`config.mk`:
```
export PLATFORM = sky130hd
export DESIGN_NAME = octet_muldiv
export DESIGN_NICKNAME = d
export VERILOG_FILES = /design/src/rtl/md_pkg.sv /design/src/rtl/md_ctrl.sv /design/src/rtl/md_core.sv /design/src/rtl/md_result.sv /design/src/rtl/octet_muldiv.sv
export SDC_FILE = /design/constraint.sdc
export NUM_CORES = 1
export LEC_CHECK = 0
export ABC_AREA = 1
export BUFFER_PORTS_ARGS = -buffer_cell sky130_fd_sc_hd__buf_4
export CORE_ASPECT_RATIO = 1.1
export CORE_MARGIN = 2
export CORE_UTILIZATION = 50
export CTS_CLUSTER_DIAMETER = 80
export DETAILED_ROUTE_END_ITERATION = 6
export PLACE_DENSITY_LB_ADDON = 0.05
export SLEW_MARGIN = 40
export SYNTH_ARGS = -nofsm -noshare
export SYNTH_HDL_FRONTEND = slang
export SYNTH_SLANG_ARGS = --single-unit
```
`constraint.sdc`:
```
create_clock -name clk -period 1.99 [get_ports clk]
set_input_delay 0.398 -clock clk [delete_from_list [all_inputs] [get_ports clk]]
set_output_delay 0.398 -clock clk [all_outputs]
set_load 0.1 [all_outputs]
```
`src/rtl/md_pkg.sv`:
```
`timescale 1ns/1ps
package md_pkg;

    localparam int DATA_W = 8;

    typedef enum logic {
        OP_MUL = 1'b0,
        OP_DIV = 1'b1
    } md_op_e;

    typedef struct packed {
        logic cy;
        logic ov;
    } md_flags_t;

    // Overflow flag rule shared by both operations
    function automatic logic ov_rule(input md_op_e op, input logic hi_nonzero, input logic dvs_zero);
        return (op == OP_MUL) ? hi_nonzero : dvs_zero;
    endfunction

endpackage

```
`src/rtl/md_ctrl.sv`:
```
`timescale 1ns/1ps
module md_ctrl #(
    parameter int W = md_pkg::DATA_W
) (
    input  logic clk,
    input  logic rst,
    input  logic start_i,
    output logic accept_o,
    output logic step_o,
    output logic last_o,
    output logic busy_o,
    output logic done_o
);
    localparam int CW = $clog2(W) + 1;
    localparam logic [CW-1:0] LAST = CW'(W - 1);

    logic          busy_q;
    logic          done_q;
    logic [CW-1:0] cnt_q;

    assign accept_o = start_i & ~busy_q;
    assign step_o   = busy_q;
    assign last_o   = busy_q && (cnt_q == LAST);
    assign busy_o   = busy_q;
    assign done_o   = done_q;

    always_ff @(posedge clk) begin
        if (rst) begin
            busy_q <= 1'b0;
            done_q <= 1'b0;
            cnt_q  <= '0;
        end else begin
            done_q <= 1'b0;
            if (accept_o) begin
                busy_q <= 1'b1;
                cnt_q  <= '0;
            end else if (busy_q) begin
                if (cnt_q == LAST) begin
                    busy_q <= 1'b0;
                    done_q <= 1'b1;
                end else begin
                    cnt_q <= cnt_q + CW'(1);
                end
            end
        end
    end

    AST_DONE_PULSE: assert property (@(posedge clk) disable iff (rst)
        done_q |=> !done_q);
    AST_BUSY_HOLD: assert property (@(posedge clk) disable iff (rst)
        (busy_q && !last_o) |=> busy_q);
    AST_DONE_AFTER_LAST: assert property (@(posedge clk) disable iff (rst)
        last_o |=> (done_q && !busy_q));
    AST_NO_RESTART: assert property (@(posedge clk) disable iff (rst)
        (busy_q && start_i && !last_o) |=> (busy_q && cnt_q == $past(cnt_q) + CW'(1)));

endmodule

```
`src/rtl/md_core.sv`:
```
`timescale 1ns/1ps
module md_core #(
    parameter int W = md_pkg::DATA_W
) (
    input  logic           clk,
    input  logic           rst,
    input  logic           load_i,
    input  logic           step_i,
    input  md_pkg::md_op_e op_i,
    input  logic [W-1:0]   a_i,
    input  logic [W-1:0]   b_i,
    output md_pkg::md_op_e op_o,
    output logic [W-1:0]   res_a_o,
    output logic [W-1:0]   res_b_o,
    output logic           dvs_zero_o
);
    import md_pkg::*;

    logic [W:0]   hi_q, hi_n;
    logic [W-1:0] lo_q, lo_n;
    logic [W-1:0] dvs_q;
    md_op_e       op_q;

    logic [W:0] sum;
    logic [W:0] shifted;
    logic [W:0] dvs_ext;

    assign dvs_ext = {1'b0, dvs_q};

    // One result bit per call of this block
    always_comb begin
        sum     = lo_q[0] ? (hi_q + dvs_ext) : hi_q;
        shifted = {hi_q[W-1:0], lo_q[W-1]};
        if (op_q == OP_MUL) begin
            hi_n = {1'b0, sum[W:1]};
            lo_n = {sum[0], lo_q[W-1:1]};
        end else if (shifted >= dvs_ext) begin
            hi_n = shifted - dvs_ext;
            lo_n = {lo_q[W-2:0], 1'b1};
        end else begin
            hi_n = shifted;
            lo_n = {lo_q[W-2:0], 1'b0};
        end
    end

    always_ff @(posedge clk) begin
        if (rst) begin
            hi_q  <= '0;
            lo_q  <= '0;
            dvs_q <= '0;
            op_q  <= OP_MUL;
        end else if (load_i) begin
            hi_q  <= '0;
            lo_q  <= a_i;
            dvs_q <= b_i;
            op_q  <= op_i;
        end else if (step_i) begin
            hi_q <= hi_n;
            lo_q <= lo_n;
        end
    end

    assign op_o       = op_q;
    assign res_a_o    = lo_n;
    assign res_b_o    = hi_n[W-1:0];
    assign dvs_zero_o = (dvs_q == '0);

    AST_OPND_STABLE: assert property (@(posedge clk) disable iff (rst)
        (step_i && !load_i) |=> ($stable(dvs_q) && $stable(op_q)));
    AST_REM_BOUND: assert property (@(posedge clk) disable iff (rst)
        (step_i && op_q == OP_DIV && dvs_q != '0) |-> (hi_n < dvs_ext));

endmodule

```
`src/rtl/md_result.sv`:
```
`timescale 1ns/1ps
module md_result #(
    parameter int W = md_pkg::DATA_W
) (
    input  logic              clk,
    input  logic              rst,
    input  logic              load_i,
    input  md_pkg::md_op_e    op_i,
    input  logic [W-1:0]      res_a_i,
    input  logic [W-1:0]      res_b_i,
    input  logic              dvs_zero_i,
    output logic [W-1:0]      a_o,
    output logic [W-1:0]      b_o,
    output md_pkg::md_flags_t flags_o
);
    import md_pkg::*;

    logic [W-1:0] a_q, b_q;
    md_flags_t    flags_q;

    always_ff @(posedge clk) begin
        if (rst) begin
            a_q     <= '0;
            b_q     <= '0;
            flags_q <= '0;
        end else if (load_i) begin
            a_q        <= res_a_i;
            b_q        <= res_b_i;
            flags_q.cy <= 1'b0;
            flags_q.ov <= ov_rule(op_i, |res_b_i, dvs_zero_i);
        end
    end

    assign a_o     = a_q;
    assign b_o     = b_q;
    assign flags_o = flags_q;

    AST_CY_CLEAR: assert property (@(posedge clk) disable iff (rst)
        load_i |=> !flags_q.cy);
    AST_DIV_ZERO_OV: assert property (@(posedge clk) disable iff (rst)
        (load_i && op_i == OP_DIV && dvs_zero_i) |=> flags_q.ov);
    AST_DIV_OV_CLEAR: assert property (@(posedge clk) disable iff (rst)
        (load_i && op_i == OP_DIV && !dvs_zero_i) |=> !flags_q.ov);
    AST_RESULT_HOLD: assert property (@(posedge clk) disable iff (rst)
        !load_i |=> ($stable(a_q) && $stable(b_q) && $stable(flags_q)));

endmodule

```
`src/rtl/octet_muldiv.sv`:
```
`timescale 1ns/1ps
module octet_muldiv (
    input  logic       clk,
    input  logic       rst,
    input  logic       start_i,
    input  logic       op_div_i,
    input  logic [7:0] a_i,
    input  logic [7:0] b_i,
    output logic       busy_o,
    output logic       done_o,
    output logic [7:0] a_o,
    output logic [7:0] b_o,
    output logic       cy_o,
    output logic       ov_o
);
    import md_pkg::*;

    localparam int W = DATA_W;

    logic              accept, step, last;
    md_op_e            op_run;
    logic [W-1:0]      res_a, res_b;
    logic              dvs_zero;
    md_flags_t         flags;

    md_ctrl #(.W(W)) u_ctrl (
        .clk      (clk),
        .rst      (rst),
        .start_i  (start_i),
        .accept_o (accept),
        .step_o   (step),
        .last_o   (last),
        .busy_o   (busy_o),
        .done_o   (done_o)
    );

    md_core #(.W(W)) u_core (
        .clk        (clk),
        .rst        (rst),
        .load_i     (accept),
        .step_i     (step),
        .op_i       (md_op_e'(op_div_i)),
        .a_i        (a_i),
        .b_i        (b_i),
        .op_o       (op_run),
        .res_a_o    (res_a),
        .res_b_o    (res_b),
        .dvs_zero_o (dvs_zero)
    );

    md_result #(.W(W)) u_result (
        .clk        (clk),
        .rst        (rst),
        .load_i     (last),
        .op_i       (op_run),
        .res_a_i    (res_a),
        .res_b_i    (res_b),
        .dvs_zero_i (dvs_zero),
        .a_o        (a_o),
        .b_o        (b_o),
        .flags_o    (flags)
    );

    assign cy_o = flags.cy;
    assign ov_o = flags.ov;

    AST_DONE_NOT_BUSY: assert property (@(posedge clk) disable iff (rst)
        done_o |-> !busy_o);
    AST_DONE_CY: assert property (@(posedge clk) disable iff (rst)
        done_o |-> !cy_o);

endmodule

```
==> summary.log <==
qor: run_status.run_status finished with violations
qor: run_status.violations setup timing
qor: placement.place_hpwl 6580 um
qor: final_layout.layout_commonest_cell sky130_fd_sc_hd__buf_4
qor: critical_path.timing.critical_path.max_delay_family simple AND/OR/NAND/NOR gates
qor: critical_path.worst_ep_arrival_time 2270 ps
qor: synthesis.postSynthCellCount 442
qor: final_layout.most_frequent_cells_in_the_layout sky130_fd_sc_hd__buf_4, sky130_fd_sc_hd__nand2_1, sky130_fd_sc_hd__inv_1, sky130_fd_sc_hd__o21ai_0
qor: global_route.grt_start_max_net_pins 26
qor: floorplanning.floorplan.initialDensity 52.1%
qor: global_route.grt_first_pass_wirelength 14800 um
qor: sta.finalCriticalPeriod 2060 ps
qor: run.number_of_max_capacitance_violations_reported 0
qor: detailed_routing.total_via_count_in_the_routed_design 3287
qor: floorplanning.design.core.area 0.00581 mm^2
qor: power.sequentialPowerShare 36.3%
qor: detailed_routing.drt-total-wl 9080 um
qor: sta.layout_worst_path_cycle_share 104%
qor: sta.setup_viol 3
qor: final_layout.diodes 0
qor: synthesis.postSynthAreaPerCell 6.85 um^2
qor: synthesis.synth.distinct_cells 35
qor: synthesis.synth_warn 0
qor: critical_path.critical_path.endpoint_type flip-flop
qor: critical_path.required 2200 ps
qor: sta.slew_headroom 65.5%
qor: sta.final_critical_path_setup_slack -70.8 ps
qor: final_layout.multiInputGateArea 0.00204 mm^2
qor: floorplanning.ios 40
qor: critical_path.cp-start-kind flip-flop
qor: detailed_routing.drc 0
qor: global_route.grt_pass1_vias 3182
qor: detailed_routing.routed_wire_length_per_instance 14.7 um
qor: global_route.grtUsageTotal 27.8%
qor: clocking.cts_tree yes
qor: power.p_comb_share 38.4%
qor: floorplanning.floorplan_die_width 78.2 um
qor: placement.gp_congestion 0.977
qor: critical_path.rr_worst_depth 15
qor: clocking.cts.clk_slew.worst_paths 110 ps
qor: final_layout.final_layout_size_suffix_gt1_share 37.2%
qor: sta.timing.final.hold_violations 0
qor: power.ir_drop 0.406 mV
qor: synthesis.synth_sequential_area_ratio 32.4%
qor: clocking.worst_skew_pair.late_latency 320 ps
qor: clocking.cts_made_buffers 5
qor: power.power_density 694 mW/mm^2
qor: power.p_sw 1.04 mW
qor: power.swShare 35.0%
qor: floorplanning.die_h 85.6 um
qor: clocking.clock-root-buffer sky130_fd_sc_hd__clkbuf_8
qor: critical_path.timing.critical_path.slowest_stage_cell sky130_fd_sc_hd__dfxtp_2
qor: power.post-layout-total-power 2.96 mW
qor: final_layout.area_growth_syn_to_layout 41.1%
qor: sta.holdWs 322 ps
qor: clocking.cts-root-to-sink-buffers 2
qor: critical_path.cp_peak_stage_delay 430 ps
qor: sta.max_slew.worst_pin.slew 515 ps
qor: critical_path.cp_cell_sequence ha_4, nand2_2, inv_1, nand2_2, nand2_1, nand2_2, nand4_4, nand2_4, nand2_2, a21oi_2, nand2_1, nor2_1, nand2_1, nand2_1, a21oi_2
qor: synthesis.syn_nets 481
qor: final_layout.final-seq-area 0.00100 mm^2
qor: critical_path.timing.critical_path.buf_inv 1
qor: sta.timing.final.max_slew_violations 0
qor: global_route.grt.overflow.total 0
qor: min_path.hold_class input pin to flip-flop
qor: critical_path.path_class flip-flop to flip-flop
qor: placement.io_buffers 38
qor: detailed_routing.detailedRoute.firstPassIterationCount 5
qor: global_route.number_of_antenna_violations_at_the_first_check_in_global_routing 0
qor: power.internal-power 1.93 mW
qor: floorplanning.die-area 0.00669 mm^2
qor: clocking.max_h_tree_level 2
qor: critical_path.top_fanout_value_on_the_critical_path 7
qor: synthesis.ys_ff_latch 49
qor: clocking.clock-sinks 49
qor: min_path.min_delay_path_depth 2
qor: floorplanning.placementRows 29
qor: critical_path.crit_cells 15
qor: final_layout.design.final.nets 578
qor: power.power.share.clock 25.3%
qor: detailed_routing.drt.antenna.violating_nets 0
qor: sta.fmaxAchievable 0.485 GHz
qor: sta.final.setup_skew 14.8 ps
qor: detailed_routing.drt_first_iter_violations 132
qor: sta.rsz0062_at_grt true
qor: detailed_routing.avgViaCountPerCell 5.33
qor: final_layout.fillCellCount 483
qor: synthesis.cell_area_after_technology_mapping 0.00303 mm^2
qor: power.leakage_power 1.99 nW
==> what timing repair did <==
item	in CTS	in global routing
endpoints found under the setup margin	8	19
hold buffers	0	0
pin swaps	9	22
setup buffers	3	6
gates cloned	0	0
resized for setup	41	30
==> worst reg2reg max path: cells and delay by family (launching register included) <==
kind                       cells  cell delay [ps]
adders and majority gates      1              240
and+or+nand+nor               11              990
DFF                            1              430
buffers and inverters          1               60
AOI/OAI and AO/OA              2              240
==> registers in the layout, indices dropped and copies added, names as in the netlist <==
register / count
u_core.op_o: 1
u_result.a_o: 8
u_ctrl.cnt_q: 4
u_ctrl.done_o: 1
u_core.dvs_q: 8
u_result.b_o: 8
u_ctrl.busy_o: 1
u_core.hi_q: 9
u_core.lo_q: 8
u_result.flags_o: 1
==> through the flow <==
step / worst slack, ps / std cells / cell area, um^2 / utilization (%) / setup TNS (ps)
final: -70.8 / 617 / 4270 / 73.6 / -149
after detailed placement: -173 / 600 / 3800 / 65.5 / -384
after global routing: -219 / 617 / 4270 / 73.6 / -1010
after CTS: -60.4 / 611 / 4100 / 70.6 / -60.4
after floorplan: 18.1 / 442 / 3040 / - / 0
after global placement: -160 / 600 / 3800 / 65.5 / -191
==> Yosys cell counts, drive strengths merged <==
library cell | n | area share (%)
nand2 | 95 | 12
inv | 52 | 6.4
dfxtp | 49 | 32
o21ai | 45 | 7.4
nor2 | 43 | 5.7
a21oi | 41 | 7.2
nand3 | 34 | 6.1
ha | 17 | 7.0
clkbuf | 10 | 1.2
or2 | 10 | 2.1
a31oi | 7 | 1.4
nand4 | 7 | 1.9
xor2 | 7 | 2.0
buf | 5 | 0.99
mux2i | 4 | 1.3
o211ai | 4 | 0.99
clkinv | 2 | 0.25
fa | 2 | 1.3
xnor2 | 2 | 0.58
a2bb2oi | 1 | 0.29
a41oi | 1 | 0.29
and2 | 1 | 0.29
conb | 1 | 0.12
nor3 | 1 | 0.17
nor4 | 1 | 0.21
==> cells by family after synthesis <==
| group | after synthesis | synth area share (%) |
|---|---|---|
| AO/OA/AOI/OAI | 99 | 17.6 |
| adder cells (fa/ha/maj) | 19 | 8.35 |
| other | 1 | 0.124 |
| flip-flops | 49 | 32.4 |
| buffers and inverters | 69 | 8.93 |
| XOR/XNOR | 9 | 2.60 |
| AND/OR/NAND/NOR | 192 | 28.6 |
| multiplexers | 4 | 1.32 |
==> path summary, 6_finish.rpt <==
check | from | endpoint | slack [ps]
worst max-delay path | u_core.hi_q[2] | u_result.flags_o[0] | -70
worst min-delay path | rst | u_core.lo_q[7] | 320
worst max register to register | u_core.hi_q[2] | u_result.flags_o[0] | -70
worst min register to register | u_core.lo_q[2] | u_core.lo_q[2] | 490
==> power groups by stage <==
| stage | registers, mW | clock network [mW] | logic, mW |
|---|---|---|---|
| after global placement | 1.09 | 0 | 0.909 |
| after detailed placement | 1.09 | 0 | 0.919 |
| after CTS | 1.07 | 0.754 | 1.00 |
| after global routing | 1.08 | 0.800 | 1.24 |
| after floorplan | 1.09 | 0 | 0.556 |
| final | 1.08 | 0.751 | 1.14 |
==> metal layers <==
metal	vias to the layer above	wire length, um	global-route usage (%)
li1	1651	-	-
met1	1522	3840	33.9
met2	96	4640	50.2
met3	18	376	4.21
met4	0	222	9.09
met5	-	0	0
==> area by class of cell <==
cell class | instances | area share (%)
Inverter | 54 | 4.75
Clock inverter | 3 | 1.03
Timing Repair Buffer | 105 | 19.2
Clock buffer | 5 | 1.61
Sequential cell | 49 | 23.5
Tap cell | 77 | 2.26
Multi-Input combinational cell | 324 | 47.7
Power figures use the tool's default switching activity.
